### config.mk
export PLATFORM = sky130hd
export DESIGN_NAME = frame_link_core
export DESIGN_NICKNAME = d
export VERILOG_FILES = /design/src/rtl/flc_pkg.sv /design/src/rtl/flc_decode.sv /design/src/rtl/flc_guard.sv /design/src/rtl/flc_regfile.sv /design/src/rtl/frame_link_core.sv
export SDC_FILE = /design/constraint.sdc
export NUM_CORES = 1
export LEC_CHECK = 0
export BUFFER_PORTS_ARGS = -buffer_cell sky130_fd_sc_hd__buf_2
export CORE_MARGIN = 10
export CORE_UTILIZATION = 63
export CTS_CLUSTER_DIAMETER = 200
export CTS_CLUSTER_SIZE = 30
export DETAILED_ROUTE_END_ITERATION = 8
export GPL_ROUTABILITY_DRIVEN = 0
export GPL_TIMING_DRIVEN = 0
export PLACE_DENSITY = 0.85
export SETUP_SLACK_MARGIN = 0.15
export SLEW_MARGIN = 10
export SYNTH_ARGS = -nofsm -noshare
export SYNTH_HDL_FRONTEND = slang
export SYNTH_SLANG_ARGS = --single-unit
### constraint.sdc
create_clock -name clk -period 7.3 [get_ports clk]
set_input_delay 1.46 -clock clk [delete_from_list [all_inputs] [get_ports clk]]
set_output_delay 1.46 -clock clk [all_outputs]
set_load 0.02 [all_outputs]
### src/rtl/flc_pkg.sv
package flc_pkg;
  localparam int WORD = 16;
  localparam int NREG = 8;

  typedef enum logic [2:0] {OP_ILL, OP_CALL, OP_RET, OP_UNWIND, OP_ADDSP} op_e;
  typedef enum logic [1:0] {TC_NONE = 2'd0, TC_SPACE = 2'd1, TC_ALIGN = 2'd2, TC_ILLEGAL = 2'd3} trap_e;
  typedef enum logic [2:0] {ST_BOOT, ST_FETCH, ST_DECODE, ST_IMM, ST_PUSH, ST_POP, ST_TRAP} st_e;
endpackage

### src/rtl/flc_decode.sv
module flc_decode
  import flc_pkg::*;
(
  input  logic [WORD-1:0] ir,
  output op_e             op,
  output logic [2:0]      rsel,
  output logic [5:0]      cnt
);
  always_comb begin
    op   = OP_ILL;
    rsel = 3'd0;
    cnt  = ir[5:0];
    if (ir[15:9] == 7'b0000100 && ir[5:0] == 6'o37) begin
      op   = OP_CALL;
      rsel = ir[8:6];
    end else if (ir[15:3] == 13'b0000000010000) begin
      op   = OP_RET;
      rsel = ir[2:0];
    end else if (ir[15:6] == 10'b0000110100) begin
      op   = OP_UNWIND;
      rsel = 3'd5;
    end else if (ir == 16'o062706) begin
      op   = OP_ADDSP;
      rsel = 3'd6;
    end
  end
endmodule

### src/rtl/flc_guard.sv
module flc_guard
  import flc_pkg::*;
#(
  parameter logic [WORD-1:0] STK_LO = 16'h0600,
  parameter logic [WORD-1:0] STK_HI = 16'h07FE
) (
  input  logic            chk_en,
  input  logic            is_fetch,
  input  logic            split_en,
  input  logic [WORD-1:0] addr,
  output trap_e           cause
);
  logic in_window;
  assign in_window = (addr >= STK_LO) && (addr <= STK_HI);

  always_comb begin
    cause = TC_NONE;
    if (chk_en) begin
      if (addr[0])                               cause = TC_ALIGN;
      else if (is_fetch && split_en && in_window) cause = TC_SPACE;
    end
  end
endmodule

### src/rtl/flc_regfile.sv
module flc_regfile
  import flc_pkg::*;
#(
  parameter int              NR       = NREG,
  parameter int              W        = WORD,
  parameter logic [W-1:0]    RESET_PC = '0,
  parameter logic [W-1:0]    RESET_SP = '0
) (
  input  logic                    clk,
  input  logic                    rst_n,
  input  logic [$clog2(NR)-1:0]   rd_sel,
  output logic [W-1:0]            rd_data,
  output logic [W-1:0]            pc_q,
  output logic [W-1:0]            sp_q,
  input  logic                    gw_en,
  input  logic [$clog2(NR)-1:0]   gw_sel,
  input  logic [W-1:0]            gw_data,
  input  logic                    pc_we,
  input  logic [W-1:0]            pc_d,
  input  logic                    sp_we,
  input  logic [W-1:0]            sp_d
);
  localparam int SW  = $clog2(NR);
  localparam int PCI = NR - 1;
  localparam int SPI = NR - 2;

  logic [NR*W-1:0] flat;

  for (genvar i = 0; i < NR; i++) begin : g_reg
    localparam logic [W-1:0] RV = (i == PCI) ? RESET_PC : (i == SPI) ? RESET_SP : '0;
    logic [W-1:0] q_r;
    logic [W-1:0] nx;
    logic         we;

    always_comb begin
      we = 1'b0;
      nx = q_r;
      if (i == PCI && pc_we) begin
        we = 1'b1;
        nx = pc_d;
      end
      if (i == SPI && sp_we) begin
        we = 1'b1;
        nx = sp_d;
      end
      // the general port is the last step of every instruction and wins
      if (gw_en && gw_sel == SW'(i)) begin
        we = 1'b1;
        nx = gw_data;
      end
    end

    always_ff @(posedge clk or negedge rst_n) begin
      if (!rst_n)  q_r <= RV;
      else if (we) q_r <= nx;
    end

    assign flat[i*W +: W] = q_r;
  end

  assign rd_data = flat[rd_sel*W +: W];
  assign pc_q    = flat[PCI*W +: W];
  assign sp_q    = flat[SPI*W +: W];
endmodule

### src/rtl/frame_link_core.sv
module frame_link_core
  import flc_pkg::*;
#(
  parameter logic [WORD-1:0] RESET_PC = 16'h0100,
  parameter logic [WORD-1:0] RESET_SP = 16'h0700,
  parameter logic [WORD-1:0] STK_LO   = 16'h0600,
  parameter logic [WORD-1:0] STK_HI   = 16'h07FE
) (
  input  logic            clk,
  input  logic            rst_n,
  input  logic            split_en,
  input  logic [15:0]     mem_rdata,
  input  logic            mem_rdy,
  output logic [15:0]     mem_addr,
  output logic            mem_rd,
  output logic            mem_wr,
  output logic [15:0]     mem_wdata,
  output logic            mem_ispace,
  output logic            retire,
  output logic            trap,
  output logic [1:0]      trap_cause,
  output logic [15:0]     trap_pc
);
  localparam int SELW = $clog2(NREG);
  localparam logic [WORD-1:0] TWO = WORD'(2);

  // reset: asynchronous assert, synchronous release
  logic rst_meta, rst_n_i;
  always_ff @(posedge clk or negedge rst_n) begin
    if (!rst_n) begin
      rst_meta <= 1'b0;
      rst_n_i  <= 1'b0;
    end else begin
      rst_meta <= 1'b1;
      rst_n_i  <= rst_meta;
    end
  end

  st_e             st_q, st_d;
  logic [WORD-1:0] ir_q, ir_d;
  logic [WORD-1:0] npc_q, npc_d;     // address after the words consumed so far
  logic [WORD-1:0] tgt_q, tgt_d;     // call target
  logic [WORD-1:0] sadr_q, sadr_d;   // pop address
  trap_e           cause_q, cause_d;
  logic [WORD-1:0] tpc_q, tpc_d;
  logic            ret_q, ret_d;

  op_e             op;
  logic [2:0]      rsel;
  logic [5:0]      cnt;

  flc_decode u_dec (.ir(ir_q), .op(op), .rsel(rsel), .cnt(cnt));

  logic [WORD-1:0] pc_q, sp_q, rd_data;
  logic            gw_en, pc_we, sp_we;
  logic [SELW-1:0] gw_sel, rd_sel;
  logic [WORD-1:0] gw_data, pc_d, sp_d;

  assign rd_sel = SELW'(rsel);

  flc_regfile #(.NR(NREG), .W(WORD), .RESET_PC(RESET_PC), .RESET_SP(RESET_SP)) u_rf (
    .clk(clk), .rst_n(rst_n_i), .rd_sel(rd_sel), .rd_data(rd_data),
    .pc_q(pc_q), .sp_q(sp_q),
    .gw_en(gw_en), .gw_sel(gw_sel), .gw_data(gw_data),
    .pc_we(pc_we), .pc_d(pc_d), .sp_we(sp_we), .sp_d(sp_d)
  );

  logic            g_en, g_fetch;
  logic [WORD-1:0] g_addr;
  trap_e           g_cause;

  flc_guard #(.STK_LO(STK_LO), .STK_HI(STK_HI)) u_guard (
    .chk_en(g_en), .is_fetch(g_fetch), .split_en(split_en), .addr(g_addr), .cause(g_cause)
  );

  // address under check in each access state
  always_comb begin
    g_en    = 1'b0;
    g_fetch = 1'b0;
    g_addr  = pc_q;
    unique case (st_q)
      ST_FETCH: begin g_en = 1'b1; g_fetch = 1'b1; g_addr = pc_q;       end
      ST_IMM:   begin g_en = 1'b1; g_fetch = 1'b1; g_addr = npc_q;      end
      ST_PUSH:  begin g_en = 1'b1;                 g_addr = sp_q - TWO; end
      ST_POP:   begin g_en = 1'b1;                 g_addr = sadr_q;     end
      default:  ;
    endcase
  end

  logic fault;
  assign fault = (g_cause != TC_NONE);

  // next state
  always_comb begin
    st_d      = st_q;
    ir_d      = ir_q;
    npc_d     = npc_q;
    tgt_d     = tgt_q;
    sadr_d    = sadr_q;
    cause_d   = cause_q;
    tpc_d     = tpc_q;
    ret_d     = 1'b0;
    mem_rd    = 1'b0;
    mem_wr    = 1'b0;
    mem_addr  = g_addr;
    mem_wdata = '0;
    mem_ispace = g_fetch;
    gw_en     = 1'b0;
    gw_sel    = rd_sel;
    gw_data   = mem_rdata;
    pc_we     = 1'b0;
    pc_d      = npc_q;
    sp_we     = 1'b0;
    sp_d      = sp_q;

    if (g_en && fault) begin
      cause_d = g_cause;
      tpc_d   = pc_q;
      st_d    = ST_TRAP;
    end else begin
      unique case (st_q)
        ST_BOOT: st_d = ST_FETCH;
        ST_FETCH: begin
          mem_rd = 1'b1;
          if (mem_rdy) begin
            ir_d  = mem_rdata;
            npc_d = pc_q + TWO;
            st_d  = ST_DECODE;
          end
        end
        ST_DECODE: begin
          unique case (op)
            OP_CALL, OP_ADDSP: st_d = ST_IMM;
            OP_RET: begin
              sadr_d = sp_q;
              st_d   = ST_POP;
            end
            OP_UNWIND: begin
              sadr_d = npc_q + {{(WORD-7){1'b0}}, cnt, 1'b0};
              st_d   = ST_POP;
            end
            default: begin
              cause_d = TC_ILLEGAL;
              tpc_d   = pc_q;
              st_d    = ST_TRAP;
            end
          endcase
        end
        ST_IMM: begin
          mem_rd = 1'b1;
          if (mem_rdy) begin
            if (op == OP_ADDSP) begin
              sp_we = 1'b1;
              sp_d  = sp_q + mem_rdata;
              pc_we = 1'b1;
              pc_d  = npc_q + TWO;
              ret_d = 1'b1;
              st_d  = ST_FETCH;
            end else begin
              tgt_d = mem_rdata;
              npc_d = npc_q + TWO;
              st_d  = ST_PUSH;
            end
          end
        end
        ST_PUSH: begin
          mem_wr    = 1'b1;
          mem_wdata = (rsel == 3'd7) ? npc_q : rd_data;
          if (mem_rdy) begin
            sp_we   = 1'b1;
            sp_d    = sp_q - TWO;
            pc_we   = 1'b1;
            pc_d    = tgt_q;
            gw_en   = (rsel != 3'd7);
            gw_data = npc_q;
            ret_d   = 1'b1;
            st_d    = ST_FETCH;
          end
        end
        ST_POP: begin
          mem_rd = 1'b1;
          if (mem_rdy) begin
            sp_we   = 1'b1;
            sp_d    = sadr_q + TWO;
            pc_we   = 1'b1;
            pc_d    = (rsel == 3'd7) ? npc_q : rd_data;
            gw_en   = 1'b1;
            gw_data = mem_rdata;
            ret_d   = 1'b1;
            st_d    = ST_FETCH;
          end
        end
        default: ;
      endcase
    end
  end

  // registers
  always_ff @(posedge clk or negedge rst_n_i) begin
    if (!rst_n_i) begin
      st_q    <= ST_BOOT;
      ir_q    <= '0;
      npc_q   <= '0;
      tgt_q   <= '0;
      sadr_q  <= '0;
      cause_q <= TC_NONE;
      tpc_q   <= '0;
      ret_q   <= 1'b0;
    end else begin
      st_q    <= st_d;
      ir_q    <= ir_d;
      npc_q   <= npc_d;
      tgt_q   <= tgt_d;
      sadr_q  <= sadr_d;
      cause_q <= cause_d;
      tpc_q   <= tpc_d;
      ret_q   <= ret_d;
    end
  end

  assign retire     = ret_q;
  assign trap       = (st_q == ST_TRAP);
  assign trap_cause = cause_q;
  assign trap_pc    = tpc_q;

  // access held until ready
  p_hold_r2: assert property (@(posedge clk) disable iff (!rst_n_i)
    (mem_rd || mem_wr) && !mem_rdy |=> (mem_rd || mem_wr) && $stable(mem_addr)
                                        && $stable(mem_ispace) && $stable(mem_wr));
  p_one_strobe_r2: assert property (@(posedge clk) disable iff (!rst_n_i) !(mem_rd && mem_wr));
  p_write_data_tag_r3: assert property (@(posedge clk) disable iff (!rst_n_i)
    mem_wr |-> !mem_ispace);
  p_even_addr_r9: assert property (@(posedge clk) disable iff (!rst_n_i)
    (mem_rd || mem_wr) |-> !mem_addr[0]);
  p_split_fetch_r8: assert property (@(posedge clk) disable iff (!rst_n_i)
    split_en && mem_rd && mem_ispace |-> (mem_addr < STK_LO) || (mem_addr > STK_HI));
  p_trap_sticky_r10: assert property (@(posedge clk) disable iff (!rst_n_i)
    trap |=> trap && $stable(trap_cause) && $stable(trap_pc));
  p_trap_quiet_r10: assert property (@(posedge clk) disable iff (!rst_n_i)
    trap |-> !mem_rd && !mem_wr);
  p_retire_pulse_r12: assert property (@(posedge clk) disable iff (!rst_n_i)
    retire |=> !retire);
endmodule

# Word-level counts from Yosys, hierarchy flattened
# Index checks and enable logic that the tools add are counted.
dict set report op_classes {
  n_mux 75
  n_reduce_logical 44
  multipliers 0
  n_eq_ne 35
  n_shift 1
  div 0
  n_lt_le_gt_ge 2
  bitwise 2
  add_sub_neg 6
}
# op n
set ops {}
lappend ops {{$mux W16} 26}
lappend ops {{$pmux W16 S3} 3}
lappend ops {{$shiftx A128 B8 Y16} 1}
lappend ops {{$pmux W16 S2} 2}
lappend ops {{$add A16 B2 Y16 const B} 3}
lappend ops {{$mux W3} 13}
lappend ops {{$eq A3 B3 Y1 const B} 8}
lappend ops {{$mux W1} 22}
lappend ops {{$eq A3 B2 Y1 const B} 6}
lappend ops {{$add A16 B16 Y16} 1}
lappend ops {{$add A16 B7 Y16} 1}
lappend ops {{$eq A16 B15 Y1 const B} 1}
lappend ops {{$ge A16 B11 Y1 const B} 1}
lappend ops {{$le A16 B11 Y1 const B} 1}
lappend ops {{$reduce_and A2 Y1} 8}
lappend ops {{$sub A16 B2 Y16 const B} 1}
lappend ops {{$pmux W3 S5} 1}
lappend ops {{$eq A13 B5 Y1 const B} 1}
lappend ops {{$logic_and A1 B1 Y1} 13}
lappend ops {{$ne A3 B2 Y1 const B} 4}
lappend ops {{$reduce_bool A2 Y1} 6}
lappend ops {{$eq A10 B6 Y1 const B} 1}
lappend ops {{$mux W2} 5}
lappend ops {{$eq A3 B1 Y1 const B} 3}
lappend ops {{other kinds (19)} 33}
dict set report word_totals {
  out_inout_bits 55
  ff_bits 216
  mem_bits_ro 0
  wordCells 183
  memories 0
  inputBits 20
  latch_bits 0
  ramBits 0
}

# Logic depth before layout (Yosys ltp)
# Gate-level depths: netlist of the first run.
dict set report logic_depth {
  word_depth 14
  mapped_depth 13
  depth_no_buf 12
}

# Modules after synthesis
# From an unflattened synthesis of the first run, not the netlist that was laid out.
dict set report unflattened {
  hier_cells 1408
  hier_area_um2 14347.5
}
# module n_inst area_each_um2 cells_per_inst seq_area_each_um2
set modules_own_cells {}
lappend modules_own_cells {frame_link_core 1 7743.7 996 2202.1}
lappend modules_own_cells {flc_regfile 1 6309.8 372 3208.1}
lappend modules_own_cells {flc_decode 1 252.7 35 0.0}
lappend modules_own_cells {flc_guard 1 41.3 5 0.0}

# Worst setup path after synthesis of the first run
# OpenSTA, ideal clock, no wires.
dict set report synth_path {
  path_type {flip-flop to output port}
  start {reg u_rf.g_reg[6].q_r[5], in the netlist u_rf.sp_q[5]}
  end {out mem_wdata[0]}
  required_time_ns 5.840
  n_path_buf 3
  stages_incl_launch_ff 11
  path_slack_ns 2.634
  arrival_time_ns 3.206
  path_cell_list {dfrtp_1 -> buf_6 -> or3_1 -> or4_1 -> a32oi_1 -> or4_4 -> o21a_4 -> buf_6 -> nand2_1 -> buf_2 -> a211oi_1}
}
dict set report synth_between {
  elab_chain_cells 11
  elab_cells_between_ends 12
  classes_between {1 x add/sub; 2 x order compare; 5 x mux; 4 x reduce/logical}
}
# item line
set synth_rtl {}
lappend synth_rtl {{start: declaration} flc_regfile.sv:31} ;# logic [W-1:0] q_r;
lappend synth_rtl {{start signal: assignment} flc_regfile.sv:55} ;# else if (we) q_r <= nx;
lappend synth_rtl {{$sub A16 B2 Y16 *} frame_link_core.sv:84} ;# ST_PUSH: begin g_en = 1'b1; g_addr = sp_q - TWO; end
lappend synth_rtl {{$pmux W16 S3 *} frame_link_core.sv:81} ;# unique case (st_q)
lappend synth_rtl {{net mem_addr[11]} frame_link_core.sv:14} ;# output logic [15:0] mem_addr,
lappend synth_rtl {{$ge A16 B11 Y1 / $le A16 B11 Y1 (equally long branches)} flc_guard.sv:14} ;# assign in_window = (addr >= STK_LO) && (addr <= STK_HI);
lappend synth_rtl {{$logic_and A1 B1 Y1 *} flc_guard.sv:14}
lappend synth_rtl {{$logic_and A1 B1 Y1 *} flc_guard.sv:20} ;# else if (is_fetch && split_en && in_window) cause = TC_SPACE;
lappend synth_rtl {{$mux W1 *} flc_guard.sv:20}
lappend synth_rtl {{$mux W2 *} flc_guard.sv:19} ;# if (addr[0]) cause = TC_ALIGN;
lappend synth_rtl {{$mux W2 *} flc_guard.sv:18} ;# if (chk_en) begin
lappend synth_rtl {{$reduce_bool A2 Y1 *} frame_link_core.sv:91} ;# assign fault = (g_cause != TC_NONE);
lappend synth_rtl {{$logic_and A1 B1 Y1 *} frame_link_core.sv:116} ;# if (g_en && fault) begin
lappend synth_rtl {{$mux W16 *} frame_link_core.sv:116}
lappend synth_rtl {{end: declaration} frame_link_core.sv:17} ;# output logic [15:0] mem_wdata,
# The timed path passes the listed nets; every way through them passes the cells marked *.

# Worst setup path in the final report of the first run
dict set report layout_path {
  start {reg ir_q[9]}
  end {out mem_wdata[9]}
}
dict set report layout_between {
  elab_chain_cells 9
  elab_cells_between_ends 14
  classes_between {5 x eq/ne; 1 x shift; 7 x mux; 1 x reduce/logical}
}
# item line
set layout_rtl {}
lappend layout_rtl {{start: declaration} frame_link_core.sv:40} ;# logic [WORD-1:0] ir_q, ir_d;
lappend layout_rtl {{start signal: assignment} frame_link_core.sv:211} ;# ir_q <= ir_d;
lappend layout_rtl {{$eq A16 B15 Y1} flc_decode.sv:22} ;# end else if (ir == 16'o062706) begin
lappend layout_rtl {{$mux W3} flc_decode.sv:22}
lappend layout_rtl {{$mux W3} flc_decode.sv:19} ;# end else if (ir[15:6] == 10'b0000110100) begin
lappend layout_rtl {{$mux W3} flc_decode.sv:16} ;# end else if (ir[15:3] == 13'b0000000010000) begin
lappend layout_rtl {{$mux W3 *} flc_decode.sv:13} ;# if (ir[15:9] == 7'b0000100 && ir[5:0] == 6'o37) begin
lappend layout_rtl {{$shiftx A128 B8 Y16 / $eq A3 B3 Y1 (equally long branches)} {flc_regfile.sv:61, frame_link_core.sv:168}}
lappend layout_rtl {{$mux W16 *} frame_link_core.sv:168} ;# mem_wdata = (rsel == 3'd7) ? npc_q : rd_data;
lappend layout_rtl {{$mux W16 *} frame_link_core.sv:121} ;# unique case (st_q)
lappend layout_rtl {{$mux W16 *} frame_link_core.sv:116}
# Mark *: on every way between the ends. The rest lies on a longest branch, timed or not.

==> flow_metrics.py, run 1 <==
metrics = {
    "run_status": {
        "status": "completed",
    },
    "logic_synthesis": {
        "synthSimpleGateAreaFrac_pct": 17.8,
        "synth.avg_cell_area_um2": 8.83,
        "synthArstFlopShare_pct": 100,
        "synth-edff-count": 0,
        "synth_warnings": 0,
        "synth_area_leaders": "dfrtp_1 (38%), mux2i_1 (8.6%), o21ai_0 (6.1%)",
        "synth_seq_cells": 216,
        "yosysTopAreaCellShare_pct": 37.8,
        "synthMuxAreaShare_pct": 13.2,
        "synth_nets": 1636,
        "synthXorXnorAreaFrac_pct": 3.56,
        "syn_inst": 1589,
        "synth_compound_area_share_pct": 19.6,
        "synth_ff_type": "dfrtp_1",
        "ys_seq_area_share_pct": 38.6,
        "synth_top_family_by_area": "compound AO/OA/AOI/OAI gates",
        "synthAdderAreaFrac_pct": 2.51,
        "syn_area_um2": 14000,
        "yosysUniqueCellTypes": 83,
        "yosys.area.top_type": "dfrtp_1",
    },
    "final_layout": {
        "drive_gt1_share_pct": 13.5,
        "fill_cells": 1719,
        "mostFrequentLayoutCells": "nand2_1 (220), dfrtp_1 (211), o21ai_0 (172)",
        "final_common_cell": "nand2_1",
        "syn_to_final_growth_pct": 8.13,
        "fin_util_pct": 69.3,
        "nNetsFinal": 1728,
    },
    "power_and_ir_drop": {
        "p_sw_uw": 495,
        "pwr-share-comb_pct": 4.5,
        "power.share.switching_pct": 24.7,
        "intPower_uw": 1510,
        "peakVddDrop_mv": 0.149,
        "p_leak_uw": 0.00656,
        "seqPwrFrac_pct": 60.0,
        "clkPwrFrac_pct": 35.5,
        "p_per_area_nw_per_um2": 132,
    },
    "timing": {
        "rsz0062_at_grt": "no",
        "slew_viol_final": 0,
        "min_period_over_period_pct": 85.0,
        "final-setup-viol-count": 0,
        "fin_ws_ns": 1.09,
        "tightest_slew_ns": 1.39,
        "timing_hold_violations_final": 0,
        "period_needed_ns": 6.21,
        "fmax_mhz": 161,
        "fin_skew_ns": 0.0728,
        "slew_headroom_pct": 6.83,
    },
    "setup_path": {
        "endpoint_kind": "primary output",
        "critPathMaxFanout": 10,
        "start_kind": "flip-flop",
        "worst_ep_arrival_time_ns": 4.75,
        "r2r.worst_path.cells": 10,
        "crit_required_ns": 5.84,
        "critPathKind": "flip-flop to primary output",
    },
    "global_routing": {
        "grt_max_degree": 62,
        "overflow": 0,
        "antenna_found_initial": 2,
        "track_usage_pct": 35.5,
        "grt_pass1_vias": 13398,
        "grt_pass1_wl_um": 79000,
    },
    "route": {
        "viasPerCell": 7.09,
        "ant_nets": 0,
        "drt-pass1-iter-count": 9,
        "drc": 0,
        "drt_iter0_markers": 2421,
        "routedWlPerCell_um": 26.8,
        "finalWirelength_um": 52600,
        "vias": 13918,
    },
    "min_path": {
        "hp-class": "flip-flop to async pin",
    },
    "cts": {
        "cts_setup_buffers": 0,
        "htree_num_levels": 1,
        "clk_pin_slew_ns": 0.12,
        "numCtsBuffers": 11,
        "cts_tree": "yes",
        "hold_buffers": 0,
        "clk_latency_ns": 0.52,
        "cts_resized": 0,
        "clock_path_buffers": 3,
        "clk_root_buffer_cell": "clkbuf_16",
        "cts.sinks": 216,
    },
    "floorplanning": {
        "io_pins": 75,
        "row_count": 54,
        "die_w_um": 169,
        "die_area_um2": 28600,
        "fp.coreArea_um2": 21900,
        "die_h_um": 169,
        "start_util_pct": 64.1,
    },
    "placed_design": {
        "place_ws_ns": 1.90,
        "port_buffers": 74,
        "dp_hpwl_um": 38100,
    },
    "run": {
        "max_cap_violations": 0,
    },
}
-- logic make-up after synthesis --
logic type      after synthesis
fa+ha+maj                    27
xor+xnor                     57
buf+inv                     143
simple gates                527
compound gates              443
mux                         175
other cells                   1
flops                       216
-- layer usage --
layer  vias up  routed length (um)  GRT usage (%)
met5         -                  90          0.521
met4         6                4890           23.9
met3       375                7920           13.7
met2      1183               21600           52.2
met1      6470               18000           42.4
li1       5884                   -              -
-- state kept, by name, summed over array words and instances, names as in the netlist, 2 cells and up --
register / flops
ir_q: 16
npc_q: 16
sadr_q: 16
st_q: 3
tgt_q: 16
trap_cause: 2
trap_pc: 16
u_rf.g.q_r: 96
u_rf.pc_q: 16
u_rf.sp_q: 16
-- synthesized netlist by cell type (13+ instances only) --
| cell type | number |
|---|---|
| nand2_1 | 220 |
| dfrtp_1 | 212 |
| o21ai_0 | 172 |
| mux2i_1 | 120 |
| nor2_1 | 100 |
| a21oi_1 | 98 |
| clkbuf_1 | 70 |
| nand3_1 | 48 |
| mux2_2 | 45 |
| nor3_1 | 33 |
| xnor2_1 | 32 |
| ha_1 | 25 |
| xor2_1 | 25 |
| inv_1 | 22 |
| buf_2 | 21 |
| nand4_1 | 20 |
| o211ai_1 | 20 |
| and3_1 | 18 |
| and2_1 | 15 |
| a211oi_1 | 14 |
| nand2b_1 | 14 |
| o22ai_1 | 13 |
-- path summary, 6_finish.rpt --
kind	slack, ns	from	end
max	1.09	ir_q[9]$_DFFE_PN0P_	mem_wdata[9]
min	0.31	rst_n_i$_DFF_PN0_	ir_q[14]$_DFFE_PN0P_
max reg2reg	3.04	st_q[1]$_DFFE_PN0P_	u_rf.g_reg[1].q_r[13]$_DFFE_PN0P_
min reg2reg	0.31	rst_n_i$_DFF_PN0_	ir_q[14]$_DFFE_PN0P_
max in group asynchronous	5.91	rst_n_i$_DFF_PN0_	u_rf.pc_q[8]$_DFFE_PN1P_
min in group clk	0.35	rst_meta$_DFF_PN0_	rst_n_i$_DFF_PN0_
-- power by group through the flow --
stage	combinational, uW	clock, uW	sequential [uW]
detailed placement	82.8	0	1230
finish	89.7	711	1200
global placement	57.0	0	1240
global route	93.3	733	1200
CTS	83.4	701	1200
floorplan	29.4	0	1240
-- area by class of cell --
cell class / count / area [um2] / area share [%]
diodes: 1 / 2.50 / 0.0165
plain buffers: 119 / 564 / 3.72
clock buffers: 14 / 287 / 1.89
clock inverters: 1 / 30.0 / 0.198
inverters: 24 / 90.1 / 0.594
multi-input cells: 1230 / 7970 / 52.5
flip-flops and latches: 216 / 5410 / 35.7
well taps: 280 / 350 / 2.31
repair buffers: 79 / 462 / 3.04
-- through the flow --
step           power, uW  TNS, ns  cells  hold slack (ns)  instance area [um2]
2_1_floorplan       1270        0   1589            0.331                14000
3_3_place_gp        1300  -305.62   1943            0.336                14800
3_5_place_dp        1310        0   1948            0.337                14800
4_1_cts             1990        0   1963            0.356                15200
5_1_grt             2030        0   1963            0.374                15200
6_report            2000        0   1964            0.306                15200
-- worst max-delay path, cell delays in order (launching register included) --
cell,delay [ns]
dfrtp_1,0.40
or3_1,0.36
clkbuf_1,0.17
nor4_2,0.82
a22o_1,0.51
nor2_1,0.12
buf_1,0.31
clkbuf_1,0.33
a211o_1,0.34
o21ai_1,0.17
o21ai_0,0.14
nor2_1,0.31
buf_2,0.24
No activity file was read; power rests on OpenSTA's default activity.
==> run 2: changes to the inputs <==
--- a/config.mk
+++ b/config.mk
@@ -7,13 +7,13 @@
 export LEC_CHECK = 0
 export BUFFER_PORTS_ARGS = -buffer_cell sky130_fd_sc_hd__buf_2
 export CORE_MARGIN = 10
-export CORE_UTILIZATION = 63
+export CORE_UTILIZATION = 34
 export CTS_CLUSTER_DIAMETER = 200
 export CTS_CLUSTER_SIZE = 30
 export DETAILED_ROUTE_END_ITERATION = 8
 export GPL_ROUTABILITY_DRIVEN = 0
 export GPL_TIMING_DRIVEN = 0
-export PLACE_DENSITY = 0.85
+export PLACE_DENSITY = 0.52
 export SETUP_SLACK_MARGIN = 0.15
 export SLEW_MARGIN = 10
 export SYNTH_ARGS = -nofsm -noshare
==> run 2 against run 1 <==
Sequential cell count stayed put; via count is 5.7% lower; clock power is 2% higher; combinational power is 1% lower; critical path depth is 1 lower; cell count is 13% higher; sequential share of layout area is 0.72 points lower.
==> flow_metrics.py, run 2 (synthesis gave the netlist of run 1 again) <==
metrics = {
    "global_routing": {
        "grt_max_degree": 63,
        "grt_pass1_wl_um": 85600,
        "antenna_found_initial": 0,
        "track_usage_pct": 22.5,
        "grt_pass1_vias": 12688,
        "overflow": 0,
    },
    "route": {
        "ant_nets": 0,
        "drt-pass1-iter-count": 7,
        "viasPerCell": 5.93,
        "drt_iter0_markers": 1366,
        "drc": 0,
        "vias": 13126,
        "finalWirelength_um": 58200,
        "routedWlPerCell_um": 26.3,
    },
    "floorplanning": {
        "die_area_um2": 49800,
        "fp.coreArea_um2": 40800,
        "die_w_um": 223,
        "row_count": 74,
        "die_h_um": 223,
        "start_util_pct": 34.4,
        "io_pins": 75,
    },
    "setup_path": {
        "r2r_start": "ir_q[9]$_DFFE_PN0P_",
        "critPathKind": "flip-flop to primary output",
        "critPathMaxFanout": 10,
        "startpoint": "ir_q[9]$_DFFE_PN0P_",
        "crit_required_ns": 5.84,
        "endpoint_kind": "primary output",
        "worst_ep_arrival_time_ns": 5.02,
        "start_kind": "flip-flop",
    },
    "final_layout": {
        "mostFrequentLayoutCells": "nand2_1 (220), dfrtp_1 (211), o21ai_0 (172)",
        "syn_to_final_growth_pct": 10.3,
        "drive_gt1_share_pct": 13.6,
        "final_common_cell": "nand2_1",
        "nNetsFinal": 1726,
        "multi_input_area_um2": 7980,
        "seq_area_um2": 5410,
        "regMostFlops": "u_rf.g.q_r",
        "fill_cells": 4195,
        "fin_util_pct": 37.9,
        "largest_register_ff_count": 96,
        "antenna_cells": 0,
    },
    "cts": {
        "cts.sinks": 216,
        "clk_root_buffer_cell": "clkbuf_16",
        "clock_path_buffers": 3,
        "clk_pin_slew_ns": 0.13,
        "numCtsBuffers": 11,
        "cts_resized": 0,
        "clk_latency_ns": 0.53,
        "htree_num_levels": 1,
        "hold_buffers": 0,
        "cts_tree": "yes",
        "cts_setup_buffers": 0,
    },
    "timing": {
        "slew_headroom_pct": 11.3,
        "fin_hold_ws_ns": 0.355,
        "min_period_over_period_pct": 88.7,
        "period_needed_ns": 6.48,
        "fin_skew_ns": 0.0684,
        "final-setup-viol-count": 0,
        "rsz0062_at_grt": "no",
        "slew_viol_final": 0,
        "tightest_slew_ns": 1.29,
        "timing_hold_violations_final": 0,
        "fmax_mhz": 154,
    },
    "min_path": {
        "hp-start": "rst_meta$_DFF_PN0_",
        "hp-class": "flip-flop to flip-flop",
    },
    "placed_design": {
        "port_buffers": 74,
        "dp_hpwl_um": 44900,
    },
    "power_and_ir_drop": {
        "p_per_area_nw_per_um2": 130,
        "p_leak_uw": 0.00655,
        "peakVddDrop_mv": 0.110,
    },
    "run": {
        "max_cap_violations": 0,
    },
    "run_status": {
        "status": "completed",
    },
}
## run 2: cell count changes in the layout (fill, tap and decap cells not counted)
cell       previous run  this run
mux2i_2               1         0
a2111oi_1             2         0
buf_1                11        10
mux2i_1             119       120
buf_2                96        95
a2111oi_2             0         2
diode_2               1         0
## run 2: path summary, 6_finish.rpt
path	endpoint	slack [ns]	depth (start not counted)
worst min-delay path	rst_n_i$_DFF_PN0_	0.35	0
worst min register to register	rst_n_i$_DFF_PN0_	0.35	0
max in group asynchronous	u_rf.pc_q[8]$_DFFE_PN1P_	6.05	1
worst max register to register	u_rf.pc_q[2]$_DFFE_PN0P_	2.99	11
min in group asynchronous	ir_q[13]$_DFFE_PN0P_	0.37	0
worst max-delay path	mem_wdata[1]	0.82	11
## run 2: report_power, final
group,switching (uW),total [uW],internal (uW),leakage (uW)
combinational,66.6,88.5,21.9,0.00344
clock,438,727,290,0.000151
sequential,6.75,1200,1200,0.00296
total,511,2020,1510,0.00655
## run 2: cell type report
| cell class | instances | area share (%) |
|---|---|---|
| Tap cell | 532 | 4.30 |
| Buffer | 119 | 3.65 |
| Clock inverter | 1 | 0.194 |
| Sequential cell | 216 | 35.0 |
| Multi-Input combinational cell | 1230 | 51.5 |
| Timing Repair Buffer | 77 | 2.93 |
| Inverter | 24 | 0.582 |
| Clock buffer | 14 | 1.85 |
## run 2: critical path, stage by stage (launching register included)
cell	delay, ns
dfrtp_1	0.40
or3_1	0.37
clkbuf_1	0.18
nor4_2	0.87
a22o_1	0.50
nor2_1	0.12
buf_1	0.34
clkbuf_1	0.34
a211oi_1	0.40
a21oi_1	0.14
a211oi_1	0.57
buf_2	0.28
## run 2: per-layer routing
metal	GRT usage [%]	vias up	wire (um)
met5	0	-	0
met4	11.0	0	3320
met3	3.54	135	4820
met2	34.7	647	25500
met1	30.0	6450	24500
li1	-	5894	-
## run 2: stage by stage
step	cells	setup TNS [ns]	cell area, um2	total power (uW)	worst slack, ns
3_5_place_dp	2198	0	15200	1310	1.58
5_1_grt	2213	0	15500	2080	0.637
3_3_place_gp	2195	-446.34	15100	1310	-2.15
2_1_floorplan	1589	0	14000	1270	0.842
6_report	2213	0	15500	2020	0.824
4_1_cts	2213	0	15500	2040	0.979
